[config.mk]
export PLATFORM = sky130hd
export DESIGN_NAME = eprom_rd_ctrl
export DESIGN_NICKNAME = d
export VERILOG_FILES = /design/src/rtl/eprom_rd_pkg.sv /design/src/rtl/eprom_wait_timer.sv /design/src/rtl/eprom_idle_timer.sv /design/src/rtl/eprom_rd_ctrl.sv
export SDC_FILE = /design/constraint.sdc
export NUM_CORES = 1
export LEC_CHECK = 0
export ABC_AREA = 0
export BUFFER_PORTS_ARGS = -buffer_cell sky130_fd_sc_hd__clkbuf_2
export CORE_MARGIN = 8
export CORE_UTILIZATION = 45
export CTS_CLUSTER_SIZE = 30
export DETAILED_ROUTE_END_ITERATION = 16
export PLACE_DENSITY = 0.84
export SYNTH_ARGS = -nofsm -noshare
export SYNTH_HDL_FRONTEND = slang
export SYNTH_HIERARCHICAL = 1
export SYNTH_SLANG_ARGS = --single-unit
[constraint.sdc]
create_clock -name clk -period 1.7 [get_ports clk]
set_input_delay 0.34 -clock clk [delete_from_list [all_inputs] [get_ports clk]]
set_output_delay 0.34 -clock clk [all_outputs]
set_load 0.1 [all_outputs]
[src/rtl/eprom_rd_pkg.sv]
package eprom_rd_pkg;

  typedef enum logic [1:0] {
    ST_STANDBY = 2'd0,
    ST_OPEN    = 2'd1,
    ST_BUSY    = 2'd2
  } rd_state_e;

  // Whole clock cycles covering a delay, at least one.
  function automatic int cycles_for(input int t_ps, input int clk_ps);
    int c;
    c = (t_ps + clk_ps - 1) / clk_ps;
    return (c < 1) ? 1 : c;
  endfunction

endpackage

[src/rtl/eprom_wait_timer.sv]
module eprom_wait_timer #(
  parameter int CW = 4
) (
  input  logic          clk,
  input  logic          rst,
  input  logic          load,
  input  logic [CW-1:0] load_val,
  output logic          expired
);

  logic [CW-1:0] cnt_q;

  always_ff @(posedge clk) begin
    if (rst) begin
      cnt_q <= '0;
    end else if (load) begin
      cnt_q <= load_val;
    end else if (cnt_q != '0) begin
      cnt_q <= cnt_q - 1'b1;
    end
  end

  assign expired = (cnt_q == '0);

endmodule

[src/rtl/eprom_idle_timer.sv]
module eprom_idle_timer #(
  parameter int IDLE_CYC = 16
) (
  input  logic clk,
  input  logic rst,
  input  logic run,
  output logic expire
);

  localparam int ICW = $clog2(IDLE_CYC + 1);
  localparam logic [ICW-1:0] LAST = ICW'(IDLE_CYC - 1);

  logic [ICW-1:0] cnt_q;

  always_ff @(posedge clk) begin
    if (rst || !run) begin
      cnt_q <= '0;
    end else if (cnt_q != LAST) begin
      cnt_q <= cnt_q + 1'b1;
    end
  end

  assign expire = run && (cnt_q == LAST);

endmodule

[src/rtl/eprom_rd_ctrl.sv]
module eprom_rd_ctrl
  import eprom_rd_pkg::*;
#(
  parameter int ADDR_W   = 18,
  parameter int DATA_W   = 8,
  parameter int CLK_PS   = 10000,
  parameter int T_ACC_PS = 100000,
  parameter int T_OE_PS  = 55000,
  parameter int IDLE_CYC = 16
) (
  input  logic              clk,
  input  logic              rst,
  input  logic              req_valid,
  input  logic [ADDR_W-1:0] req_addr,
  output logic              req_ready,
  output logic [DATA_W-1:0] rd_data,
  output logic              rd_valid,
  output logic [ADDR_W-1:0] mem_addr,
  output logic              mem_ce_n,
  output logic              mem_oe_n,
  input  logic [DATA_W-1:0] mem_dq
);

  localparam int ACC_CYC  = cycles_for(T_ACC_PS, CLK_PS);
  localparam int OE_CYC   = cycles_for(T_OE_PS, CLK_PS);
  localparam int WAIT_MAX = (ACC_CYC > OE_CYC) ? ACC_CYC : OE_CYC;
  localparam int WCW      = $clog2(WAIT_MAX + 1);
  localparam logic [WCW-1:0] ACC_LD = WCW'(ACC_CYC - 1);
  localparam logic [WCW-1:0] OE_LD  = WCW'(OE_CYC - 1);

  rd_state_e state_q, state_d;
  logic      accept, capture, same_addr;
  logic      wait_expired, idle_expire;
  logic [WCW-1:0] load_val;

  assign req_ready = (state_q != ST_BUSY);
  assign accept    = req_valid && req_ready;
  assign capture   = (state_q == ST_BUSY) && wait_expired;
  assign same_addr = (state_q == ST_OPEN) && (req_addr == mem_addr);

  // Short gate-only wait is worth selecting only if it is shorter.
  generate
    if (OE_CYC < ACC_CYC) begin : g_fast_path
      assign load_val = same_addr ? OE_LD : ACC_LD;
    end else begin : g_full_only
      assign load_val = ACC_LD;
    end
  endgenerate

  eprom_wait_timer #(.CW(WCW)) i_wait (
    .clk      (clk),
    .rst      (rst),
    .load     (accept),
    .load_val (load_val),
    .expired  (wait_expired)
  );

  eprom_idle_timer #(.IDLE_CYC(IDLE_CYC)) i_idle (
    .clk    (clk),
    .rst    (rst),
    .run    (state_q == ST_OPEN),
    .expire (idle_expire)
  );

  always_comb begin
    state_d = state_q;
    case (state_q)
      ST_STANDBY: if (accept) state_d = ST_BUSY;
      ST_OPEN: begin
        if (accept)           state_d = ST_BUSY;
        else if (idle_expire) state_d = ST_STANDBY;
      end
      ST_BUSY:    if (wait_expired) state_d = ST_OPEN;
      default:    state_d = ST_STANDBY;
    endcase
  end

  always_ff @(posedge clk) begin
    if (rst) begin
      state_q  <= ST_STANDBY;
      mem_addr <= '0;
      mem_ce_n <= 1'b1;
      mem_oe_n <= 1'b1;
      rd_valid <= 1'b0;
      rd_data  <= '0;
    end else begin
      state_q  <= state_d;
      mem_ce_n <= (state_d == ST_STANDBY);
      mem_oe_n <= (state_d != ST_BUSY);
      rd_valid <= capture;
      if (accept)  mem_addr <= req_addr;
      if (capture) rd_data  <= mem_dq;
    end
  end

endmodule

### Word-level counts from Yosys, hierarchy flattened

Index checks and enable logic that the tools add are counted.

* $add $sub $neg: 2
* equality and inequality tests: 7
* mux-type cells: 8
* reductions and logical operators: 11

Operators by type and width (number)
* equality test 18 bit: 1
* two-way mux 4 bit: 3
* two-way mux 2 bit: 4
* one-hot mux 2 bit (3 select lines): 1
* adder 5 x 1 -> 5 bit (second input constant): 1
* equality test 5 x 4 -> 1 bit (second input constant): 1
* != test 5 x 4 -> 1 bit (second input constant): 1
* logical AND 1 bit: 4
* logical NOT 2 bit: 2
* logical NOT 4 bit: 1
* != test 2 bit (second input constant): 2
* nonzero test 4 bit: 1
* subtractor 4 x 1 -> 4 bit (second input constant): 1
* equality test 2 x 1 -> 1 bit (second input constant): 1
* equality test 2 bit (second input constant): 1
* nonzero test 2 bit: 1
* logical NOT 1 bit: 1
* logical OR 1 bit: 1

* flip-flop bits (word level): 40
* bits of input ports: 29
* logic and storage cells: 36

### Longest topological paths before layout

Gate-level depths: netlist (run 1).

* depth after elaboration: 6
* depth in mapped cells: 8

### Modules after synthesis

The synthesis (run 1) kept the hierarchy.

Modules (own cells, without submodules)
* eprom_rd_ctrl: instances 1, cells each 151, area an instance 1308.8 um^2
* eprom_idle_timer: instances 1, cells each 25, area an instance 255.2 um^2
* eprom_wait_timer: instances 1, cells each 24, area an instance 229.0 um^2

### Least setup slack after synthesis (run 1)

Ideal clock, no wire load.

* path kind: reg-to-reg
* start point: register mem_addr[13]
* end point: register i_wait.cnt_q[2]
* setup time: 78 ps
* arrival: 1935 ps
* required time: 1622 ps
* slack: -313 ps
* cell stages (with the launch flop): 7
* path buffers: 0
* period minus slack after synthesis: 2013 ps
* cells stage by stage: dfxtp_1 xnor2_1 nand4_1 nor4_2 and4_1 nor2b_1 nor3_1

* word-level cells in the longest chain between the ends: 4

Ends and longest elaborated chain
* start: declaration: RTL line eprom_rd_ctrl.sv:18 `output logic [ADDR_W-1:0] mem_addr,`
* start signal: assignment: RTL line eprom_rd_ctrl.sv:91 `if (accept) mem_addr <= req_addr;`
* equality test 18 bit: RTL line eprom_rd_ctrl.sv:39 `assign same_addr = (state_q == ST_OPEN) && (req_addr == mem_addr);`
* logical AND 1 bit: RTL line eprom_rd_ctrl.sv:39
* two-way mux 4 bit: RTL line eprom_rd_ctrl.sv:44 `assign load_val = same_addr ? OE_LD : ACC_LD;`
* net load_val[2]: RTL line eprom_rd_ctrl.sv:34 `logic [WCW-1:0] load_val;`
* two-way mux 4 bit: RTL line eprom_wait_timer.sv:16 `end else if (load) begin`
* end signal: assignment: RTL line eprom_wait_timer.sv:17 `cnt_q <= load_val;`
* end signal: assignment: RTL line eprom_wait_timer.sv:19 `cnt_q <= cnt_q - 1'b1;`
* end: declaration: RTL line eprom_wait_timer.sv:11 `logic [CW-1:0] cnt_q;`

The timed path passes the listed nets, and every way through them passes these cells.
A chain may end at the register's enable or synchronous reset.

### Worst setup path after layout (run 1)

* start point: register i_idle.cnt_q[1]
* end point: register mem_ce_n

* word-level cells in the longest chain between the ends: 6

Ends and longest elaborated chain
* start: declaration: RTL line eprom_idle_timer.sv:13 `logic [ICW-1:0] cnt_q;`
* start signal: assignment: RTL line eprom_idle_timer.sv:19 `cnt_q <= cnt_q + 1'b1;`
* equality test 5 x 4 -> 1 bit: RTL line eprom_idle_timer.sv:23 `assign expire = run && (cnt_q == LAST);`
* logical AND 1 bit: RTL line eprom_idle_timer.sv:23
* net idle_expire: RTL line eprom_rd_ctrl.sv:33 `logic wait_expired, idle_expire;`
* two-way mux 2 bit: RTL line eprom_rd_ctrl.sv:71 `else if (idle_expire) state_d = ST_STANDBY;`
* two-way mux 2 bit: RTL line eprom_rd_ctrl.sv:70 `if (accept) state_d = ST_BUSY;`
* one-hot mux 2 bit (3 select lines): RTL line eprom_rd_ctrl.sv:67 `case (state_q)`
* logical NOT 2 bit: RTL line eprom_rd_ctrl.sv:88 `mem_ce_n <= (state_d == ST_STANDBY);`
* end signal: assignment: RTL line eprom_rd_ctrl.sv:88
* end: declaration: RTL line eprom_rd_ctrl.sv:19 `output logic mem_ce_n,`

The timed path passes the listed nets, and every way through them passes these cells.

==> run_results.csv, run 1 <==
group,metric,value,unit
sta,setup_skew_after_layout,3.38,ps
min_path,hold_path_class,"primary input to register",
logic_synthesis,synth_cell_type_count,38,
global_routing,wire_length_of_the_first_global_routing_pass,6.64,mm
run,maxCapViolCount,0,
power,static_leak,0.00110,uW
placed_design,placer_congestion_estimate,0.814,
sta,timing.slew.headroom,63.6,%
sta,worst-slew-pin-transition,548,ps
floorplan,num_rows,23,
critical_path,worst_r2r_endpoint,"mem_ce_n$_SDFF_PP1_",
critical_path,reg2reg_slack,150,ps
logic_synthesis,avgSynthCellArea,8.96,um^2
sta,totalNegativeSetupSlack,0,ps
logic_synthesis,seq_area_frac_synth,44.7,%
floorplan,start_util,45.8,%
placed_design,io_buffers,58,
sta,clock.fmax,643,MHz
power,switching_share,36.2,%
cts,worst_setup_hold_path_clk_slew,70,ps
sta,hold_viol_final,0,
layout,drive_gt1_share,38.7,%
logic_synthesis,postSynthNetCount,232,
drt,postRouteAntennaNets,0,
floorplan,floorplan.die_area,6260,um^2
floorplan,die_y,79.1,um
power,p_sw,1050,uW
logic_synthesis,synth_edf_count,0,
cts,clk_path_buf_depth,2,
layout,seq_area,820,um^2
placed_design,placed_cell_area,2180,um^2
drt,route.detailed.wl_per_inst,12.6,um
logic_synthesis,prevailing_post_synth_register_cell,"sky130_fd_sc_hd__dfxtp_1",
drt,finalWirelength,4.02,mm
power,p_comb_share,33.5,%
logic_synthesis,synth-async-reset-ratio,0,%
logic_synthesis,synth_seq_cells,40,
global_routing,grt_pass1_vias,1538,
cts,worstSkewPairLatency,290,ps
global_routing,gr-usage-all-layers,12.9,%
floorplan,num_io_pins,59,
cts,cts_buffers,5,
power,power.share.sequential,37.8,%
sta,finalSetupViolations,0,
power,cell_internal_pwr,1840,uW
critical_path,cp_data_arrival_time,1750,ps
layout,insertedDiodeCount,0,
global_routing,initial_antenna_violation_count,0,
critical_path,timing.reg2reg.worst_path_depth,7,
min_path,hold_path_origin,"mem_dq[4]",
power,vdd_drop_max,0.646,mV
drt,dr_pass1_iterations,4,
critical_path,critical_path.max_fanout,4,
critical_path,critical_path_class,"register to register",
placed_design,hpwlAfterDp,3.05,mm
critical_path,cp-start-kind,"register",
cts,cts_htree_levels,2,
layout,nets,300,
floorplan,core_area,3910,um^2
power,power,2890,uW
sta,maxSlewViolCount,0,
logic_synthesis,netlist_instances,200,
sta,period_utilization,91.5,%
min_path,hold_path_end,"rd_data[4]$_SDFFE_PP0P_",
critical_path,timing.rr.start,"i_idle/cnt_q[1]$_SDFFE_PP0P_",
cts,numClockSinks,40,
drt,detailroute.via_count,1512,
layout,mostFrequentLayoutCell,"sky130_fd_sc_hd__clkbuf_2",
drt,drt_iter0_drc,77,
critical_path,critical_path.endpoint_type,"register",
placed_design,dp_worst_setup_slack,83.3,ps
floorplan,dieWidth,79.1,um
layout,nFillCells,338,
cts,clock_tree.root_cell,"sky130_fd_sc_hd__clkbuf_8",
critical_path,critical_path_required,1890,ps
layout,flow.area_growth_from_synthesis,30.1,%
global_routing,grt_overflow,0,
cts,clock_tree_from_tritoncts,"yes",
min_path,hold-path-cell-count,3,
global_routing,grt_start_max_net_pins,24,
logic_synthesis,syn_area,1790,um^2
power,total_power_per_unit_cell_area,1240,nW/um^2
layout,stdcell_area,2330,um^2
drt,avgViaCountPerCell,4.74,
sta,finalWorstSetupSlack,145,ps
power,clock_power_share,28.8,%
logic_synthesis,synthesis.yosys.warnings,6,
outcome,status,"finished clean",
drt,remaining_drc_errors,0,
cts,hold_buffers,0,
layout,layout_common_cells,"sky130_fd_sc_hd__clkbuf_2 (57), sky130_fd_sc_hd__nand2_1 (40), sky130_fd_sc_hd__dfxtp_1 (25), sky130_fd_sc_hd__xnor2_1 (21), sky130_fd_sc_hd__a21oi_1 (21)",
sta,time_the_final_worst_path_needs_with_i_o_delays_and_setup,1550,ps
layout,area_taken_by_multi_input_logic_gates,931,um^2
[timing repair]
item	in CTS	in global routing
buffers inserted	0	3
gates resized for setup	0	2
setup endpoints to repair	0	8
endpoints found under the hold margin	0	0
[metrics by stage]
stage          utilization, %  cells  hold WS (ps)
2_1_floorplan               -    200           419
3_3_place_gp             55.7    308           455
3_5_place_dp             55.7    308           463
4_1_cts                  58.9    316           271
5_1_grt                  59.6    319           281
6_report                 59.6    319           279
[kinds of logic after synthesis]
kind of cell / Yosys count / synth area share [%]
AOI/OAI and AO/OA: 26 / 7.75
xor gates and xnor gates: 23 / 11.2
adders and majority gates: 3 / 2.09
buffers and inverters: 13 / 3.84
DFF: 40 / 44.7
muxes: 10 / 5.65
other: 2 / 0.419
and+or+nand+nor: 83 / 24.4
[synthesized netlist by cell type (2+ instances only)]
master                     count  area share, %
sky130_fd_sc_hd__nand2_1      40            8.4
sky130_fd_sc_hd__xor2_1        2           0.98
sky130_fd_sc_hd__nand4_1       5            1.7
sky130_fd_sc_hd__a21oi_1      21            5.9
sky130_fd_sc_hd__conb_1        2           0.42
sky130_fd_sc_hd__nor2_1       18            3.8
sky130_fd_sc_hd__o22ai_1       2           0.70
sky130_fd_sc_hd__dfxtp_1      40             45
sky130_fd_sc_hd__xnor2_1      21             10
sky130_fd_sc_hd__nor2b_1       3            1.0
sky130_fd_sc_hd__mux2i_1       9            5.0
sky130_fd_sc_hd__ha_1          3            2.1
sky130_fd_sc_hd__inv_1         5            1.0
sky130_fd_sc_hd__nor3_1        2           0.56
sky130_fd_sc_hd__buf_6         2            1.3
sky130_fd_sc_hd__clkbuf_1      3           0.63
[registers in the layout, indices dropped and copies added, names as in the netlist]
| signal | cells |
|---|---|
| state_q | 2 |
| mem_oe_n | 1 |
| rd_valid | 1 |
| mem_addr | 18 |
| mem_ce_n | 1 |
| i_idle/cnt_q | 5 |
| i_wait/cnt_q | 4 |
| rd_data | 8 |
[per-layer routing]
metal | vias up | wire length (um) | global-route usage (%)
met1 | 683 | 1790 | 13.6
met2 | 36 | 1940 | 23.6
met3 | 5 | 231 | 3.84
met4 | 0 | 63 | 5.00
met5 | - | 0 | 0
li1 | 788 | - | -
[critical path: stages (launching register included)]
cell and delay, ps:
sky130_fd_sc_hd__dfxtp_1 350, sky130_fd_sc_hd__ha_1 200, sky130_fd_sc_hd__and3_1 180, sky130_fd_sc_hd__ha_1 210, sky130_fd_sc_hd__and2_1 160, sky130_fd_sc_hd__nor2b_1 100, sky130_fd_sc_hd__o21ai_0 80, sky130_fd_sc_hd__a21o_1 170
[area by class of cell]
type                            count  area share (%)
Clock buffer                        7            4.13
Clock inverter                      1            1.29
Inverter                            6           0.965
Multi-Input combinational cell    147            39.9
Sequential cell                    40            35.1
Tap cell                           50            2.68
Timing Repair Buffer               68            15.9
[power groups by stage]
stage,Combinational (uW),Sequential [uW],Clock [uW]
4_1_cts,927,1090,855
5_1_grt,1030,1110,888
3_5_place_dp,921,1110,0
6_report,969,1090,832
3_3_place_gp,905,1110,0
2_1_floorplan,359,1500,0
[how the worst max path moves through the flow]
stage	start	cells after the start	end	slack, ps
CTS	i_wait/cnt_q[0]$_SDFFE_PP0P_	7	rd_data[7]$_SDFFE_PP0P_	70
detailed placement	i_wait/cnt_q[0]$_SDFFE_PP0P_	7	rd_data[7]$_SDFFE_PP0P_	80
floorplan	state_q[1]$_SDFF_PP0_	6	i_wait/cnt_q[3]$_SDFFE_PP0P_	8
global placement	req_addr[17]	7	i_wait/cnt_q[2]$_SDFFE_PP0P_	120
finish	i_idle/cnt_q[1]$_SDFFE_PP0P_	7	mem_ce_n$_SDFF_PP1_	150
global route	i_wait/cnt_q[0]$_SDFFE_PP0P_	7	rd_data[7]$_SDFFE_PP0P_	-8
Power figures use the tool's default switching activity.
==> run 2, diff against run 1 <==
- HOLD_SLACK_MARGIN: not set -> 0.05
- PLACE_DENSITY: 0.84 -> not set
- PLACE_DENSITY_LB_ADDON: not set -> 0.2
- SKIP_CTS_REPAIR_TIMING: not set -> 1
==> run_results.csv, run 2 (synthesis gave the netlist of run 1 again) <==
group,metric,value,unit
layout,reg.largest.list,"mem_addr: 18 flops, rd_data: 8 flops, i_idle/cnt_q: 5 flops",
layout,nets,296,
outcome,status,"finished clean",
global_routing,grt_start_max_net_pins,25,
drt,avgViaCountPerCell,4.72,
drt,route.detailed.wl_per_inst,12.2,um
sta,worst-slew-pin-transition,555,ps
drt,detailroute.via_count,1487,
critical_path,critical_path.max_fanout,5,
layout,layout_common_cells,"sky130_fd_sc_hd__clkbuf_2 (57), sky130_fd_sc_hd__nand2_1 (40), sky130_fd_sc_hd__dfxtp_1 (24), sky130_fd_sc_hd__xnor2_1 (21), sky130_fd_sc_hd__a21oi_1 (21)",
sta,setup_skew_after_layout,3.18,ps
drt,postRouteAntennaNets,0,
critical_path,reg2reg_slack,130,ps
cts,clock_tree_from_tritoncts,"yes",
floorplan,dieWidth,79.1,um
layout,largest_register_ffs,18,
min_path,hold_path_end,"rd_data[0]$_SDFFE_PP0P_",
critical_path,cp_data_arrival_time,1750,ps
critical_path,worst_r2r_endpoint,"mem_ce_n$_SDFF_PP1_",
floorplan,start_util,45.8,%
critical_path,critical-path-slowest-cell,"sky130_fd_sc_hd__dfxtp_2",
placed_design,hpwlAfterDp,3.01,mm
sta,clock.fmax,639,MHz
cts,cts_buffers,5,
drt,remaining_drc_errors,0,
min_path,hold_path_class,"primary input to register",
layout,mostFrequentLayoutCell,"sky130_fd_sc_hd__clkbuf_2",
run,maxCapViolCount,0,
min_path,hold-path-cell-count,3,
global_routing,gr-usage-all-layers,13.3,%
layout,insertedDiodeCount,0,
critical_path,critical_path_required,1890,ps
critical_path,timing.rr.start,"i_idle/cnt_q[0]$_SDFFE_PP0P_",
global_routing,grt_pass1_vias,1504,
placed_design,io_buffers,58,
drt,drt_iter0_drc,103,
global_routing,grt_overflow,0,
drt,dr_pass1_iterations,4,
critical_path,max_stage_delay,350,ps
cts,worst_setup_hold_path_clk_slew,70,ps
cts,worstSkewPairLatency,290,ps
sta,timing.slew.headroom,63.1,%
sta,period_utilization,92.1,%
power,total_power_per_unit_cell_area,1170,nW/um^2
placed_design,placer_congestion_estimate,0.744,
critical_path,cp_cell_sequence,"ha_1, and3_1, ha_1, and2_1, nor2b_1, o21ai_0, a21o_1",
cts,clk_path_buf_depth,2,
layout,drive_gt1_share,37.4,%
power,vdd_drop_max,0.650,mV
drt,finalWirelength,3.84,mm
critical_path,crit_path_frequent_cell,"sky130_fd_sc_hd__ha_1",
critical_path,timing.reg2reg.worst_path_depth,7,
sta,maxSlewViolCount,0,
power,static_leak,0.00106,uW
layout,top_register,"mem_addr",
global_routing,wire_length_of_the_first_global_routing_pass,6.73,mm
cts,numClockSinks,40,
critical_path,critical_path_class,"register to register",
sta,unrepaired_setup_endpoints_after_global_routing,"false",
cts,cts_htree_levels,2,
sta,finalSetupViolations,0,
min_path,hold_path_origin,"mem_dq[0]",
floorplan,floorplan.die_area,6260,um^2
global_routing,initial_antenna_violation_count,0,
sta,totalNegativeSetupSlack,0,ps
floorplan,num_io_pins,59,
critical_path,critical_path.endpoint_type,"register",
sta,time_the_final_worst_path_needs_with_i_o_delays_and_setup,1570,ps
sta,holdWs,281,ps
floorplan,num_rows,23,
layout,flow.area_growth_from_synthesis,26.4,%
sta,hold_viol_final,0,
floorplan,die_y,79.1,um
critical_path,cp-start-kind,"register",
floorplan,core_area,3910,um^2
cts,clock_tree.root_cell,"sky130_fd_sc_hd__clkbuf_8",
## run 2: layer usage
layer | wire [um] | up-vias | part of all wire, % | global-route usage (%)
li1 | - | 785 | - | -
met1 | 1780 | 667 | 46 | 15.6
met2 | 1800 | 28 | 47 | 21.5
met3 | 207 | 7 | 5.4 | 5.19
met4 | 55 | 0 | 1.4 | 4.44
met5 | 0 | - | 0 | 0
## run 2: worst max path at each step
stage | startpoint | to | cells past startpoint
finish | i_idle/cnt_q[0]$_SDFFE_PP0P_ | mem_ce_n$_SDFF_PP1_ | 7
global placement | i_idle/cnt_q[0]$_SDFFE_PP0P_ | mem_ce_n$_SDFF_PP1_ | 7
global route | i_idle/cnt_q[0]$_SDFFE_PP0P_ | mem_ce_n$_SDFF_PP1_ | 7
floorplan | state_q[1]$_SDFF_PP0_ | i_wait/cnt_q[3]$_SDFFE_PP0P_ | 6
CTS | i_idle/cnt_q[0]$_SDFFE_PP0P_ | mem_ce_n$_SDFF_PP1_ | 7
detailed placement | i_idle/cnt_q[0]$_SDFFE_PP0P_ | mem_ce_n$_SDFF_PP1_ | 7
## run 2: layout make-up
| cell class | count | area, um^2 |
|---|---|---|
| clock buffers | 7 | 86.3 |
| clock inverters | 1 | 7.51 |
| flip-flops and latches | 40 | 821 |
| repair buffers | 64 | 338 |
| well taps | 50 | 62.6 |
| multi-input cells | 147 | 928 |
| fillers | 396 | 1650 |
| inverters | 6 | 22.5 |
## run 2: worst max-delay path, delay by kind of cell (launching register included)
kind                       cells  cell delay [ps]
AOI/OAI and AO/OA              2              240
DFF                            1              350
and+or+nand+nor                3              430
adders and majority gates      2              420
## run 2: stage by stage
| stage | worst slack (ps) | cell area (um^2) | cells | total power (uW) | util, % |
|---|---|---|---|---|---|
| floorplan | 8.43 | 1820 | 200 | 1860 | - |
| global placement | 136 | 2170 | 307 | 2040 | 55.5 |
| detailed placement | 106 | 2170 | 307 | 2040 | 55.5 |
| CTS | 91.1 | 2260 | 315 | 2690 | 57.9 |
| global route | 12.4 | 2270 | 315 | 2790 | 57.9 |
| finish | 135 | 2270 | 315 | 2650 | 57.9 |
## run 2: where the power goes
group          internal (uW)  switching, uW  leakage (uW)  total (uW)
Clock                    329            313     0.0000445         642
Sequential              1030           69.0      0.000334        1100
Combinational            270            646      0.000681         916
Total                   1630           1030       0.00106        2650
==> run 3, diff against run 2 <==
- CORE_UTILIZATION: 45 -> 35
- PLACE_DENSITY_LB_ADDON: 0.2 -> not set
==> run_results.csv, run 3 (synthesis gave the netlist of run 1 again) <==
group,metric,value,unit
global_routing,gr-usage-all-layers,11.0,%
sta,finalWorstSetupSlack,143,ps
sta,clock.fmax,642,MHz
placed_design,placed_cells_incl_taps,328,
drt,finalWirelength,3.93,mm
power,vdd_drop_max,0.652,mV
floorplan,dieWidth,87.6,um
layout,largest_register_ffs,18,
drt,drt_iter0_drc,44,
sta,period_utilization,91.6,%
placed_design,placer_congestion_estimate,0.742,
layout,insertedDiodeCount,0,
layout,drive_gt1_share,37.2,%
global_routing,grt_start_max_net_pins,20,
floorplan,core_area,5010,um^2
layout,area_taken_by_multi_input_logic_gates,928,um^2
power,total_power_per_unit_cell_area,1150,nW/um^2
critical_path,cp_data_arrival_time,1740,ps
sta,worst-slew-pin-transition,553,ps
floorplan,start_util,35.8,%
sta,time_the_final_worst_path_needs_with_i_o_delays_and_setup,1560,ps
placed_design,dp_worst_setup_slack,72.9,ps
drt,route.detailed.wl_per_inst,11.7,um
sta,hold_viol_final,0,
drt,detailroute.via_count,1502,
critical_path,reg2reg_slack,140,ps
critical_path,cp_cell_sequence,"ha_1, and3_1, ha_1, and2_1, nor2b_1, o21ai_0, a21o_1",
cts,cts_htree_levels,2,
power,power.share.sequential,41.3,%
critical_path,critical_path.endpoint_type,"register",
cts,numClockSinks,40,
floorplan,die_y,87.6,um
layout,flow.area_growth_from_synthesis,28.1,%
floorplan,floorplan.die_area,7670,um^2
min_path,hold_path_class,"primary input to register",
sta,timing.slew.headroom,63.3,%
critical_path,max_stage_delay,350,ps
floorplan,num_rows,26,
layout,nFillCells,532,
critical_path,critical_path_required,1880,ps
critical_path,path_delay_family,"simple AND/OR/NAND/NOR gates",
cts,clock_tree.root_cell,"sky130_fd_sc_hd__clkbuf_8",
sta,maxSlewViolCount,0,
cts,cts_buffers,5,
global_routing,grt_overflow,0,
drt,remaining_drc_errors,0,
critical_path,critical-path-slowest-cell,"sky130_fd_sc_hd__dfxtp_1",
cts,worst_setup_hold_path_clk_slew,80,ps
run,maxCapViolCount,0,
layout,reg.largest.list,"mem_addr: 18 flops, rd_data: 8 flops, i_idle/cnt_q: 5 flops",
power,switching_share,39.0,%
power,clock_power_share,24.4,%
critical_path,critical_path_class,"register to register",
global_routing,initial_antenna_violation_count,0,
layout,final_cells,336,
sta,finalSetupViolations,0,
cts,clk_path_buf_depth,2,
outcome,status,"finished clean",
cts,worstSkewPairLatency,290,ps
power,p_comb_share,34.3,%
drt,postRouteAntennaNets,0,
layout,postLayoutCoreUtil,45.9,%
floorplan,num_io_pins,59,
global_routing,grt_pass1_vias,1487,
layout,seq_area,820,um^2
sta,setup_skew_after_layout,7.29,ps
cts,clock_tree_from_tritoncts,"yes",
global_routing,wire_length_of_the_first_global_routing_pass,6.71,mm
layout,mostFrequentLayoutCell,"sky130_fd_sc_hd__clkbuf_2",
placed_design,io_buffers,58,
layout,layout_common_cells,"sky130_fd_sc_hd__clkbuf_2 (57), sky130_fd_sc_hd__nand2_1 (40), sky130_fd_sc_hd__dfxtp_1 (25), sky130_fd_sc_hd__xnor2_1 (21), sky130_fd_sc_hd__a21oi_1 (21)",
power,p_sw,1030,uW
placed_design,hpwlAfterDp,3.04,mm
sta,holdWs,279,ps
drt,dr_pass1_iterations,4,
critical_path,cp-start-kind,"register",
critical_path,critical_path.max_fanout,5,
critical_path,cp_num_buf_inv,0,
layout,top_register,"mem_addr",
drt,avgViaCountPerCell,4.47,
power,cell_internal_pwr,1620,uW
power,static_leak,0.00106,uW
sta,totalNegativeSetupSlack,0,ps
layout,nets,297,
sta,unrepaired_setup_endpoints_after_global_routing,"false",
critical_path,crit_path_frequent_cell,"sky130_fd_sc_hd__ha_1",
[run 3: metal layers]
layer	GRT usage, %	part of all wire (%)
met5	0	0
met1	13.2	46
met4	4.84	1.6
met2	16.7	44
met3	4.78	8.4
[run 3: power by group through the flow]
stage	combinational [uW]	clock [uW]	sequential, uW
final	909	646	1090
after global routing	979	713	1100
after CTS	918	677	1090
after detailed placement	915	0	1120
after global placement	912	0	1110
after floorplan	359	0	1500
[run 3: worst paths after layout]
kind	from	to	depth (start not counted)
max	i_idle/cnt_q[1]$_SDFFE_PP0P_	mem_ce_n$_SDFF_PP1_	7
min	mem_dq[7]	rd_data[7]$_SDFFE_PP0P_	3
max reg2reg	i_idle/cnt_q[1]$_SDFFE_PP0P_	mem_ce_n$_SDFF_PP1_	7
min reg2reg	mem_addr[6]$_SDFFE_PP0P_	mem_addr[6]$_SDFFE_PP0P_	2
[run 3: through the flow]
| step | instance area (um^2) | power [uW] |
|---|---|---|
| final | 2300 | 2650 |
| after global routing | 2300 | 2800 |
| after CTS | 2300 | 2690 |
| after detailed placement | 2200 | 2030 |
| after global placement | 2200 | 2030 |
| after floorplan | 1820 | 1860 |
[run 3: final cells by class]
class	count	area share (%)
clock inverter	1	0.327
timing repair buffer	65	15.0
tap	70	3.81
clock buffer	7	3.76
inverter	6	0.980
sequential	40	35.7
multi-input combinational	147	40.4
[run 3: worst reg2reg max path, delay by kind of cell, from the launching register on]
family	cells	cell delay, ps
fa+ha+maj	2	410
compound gates	2	260
flops	1	350
simple gates	3	430
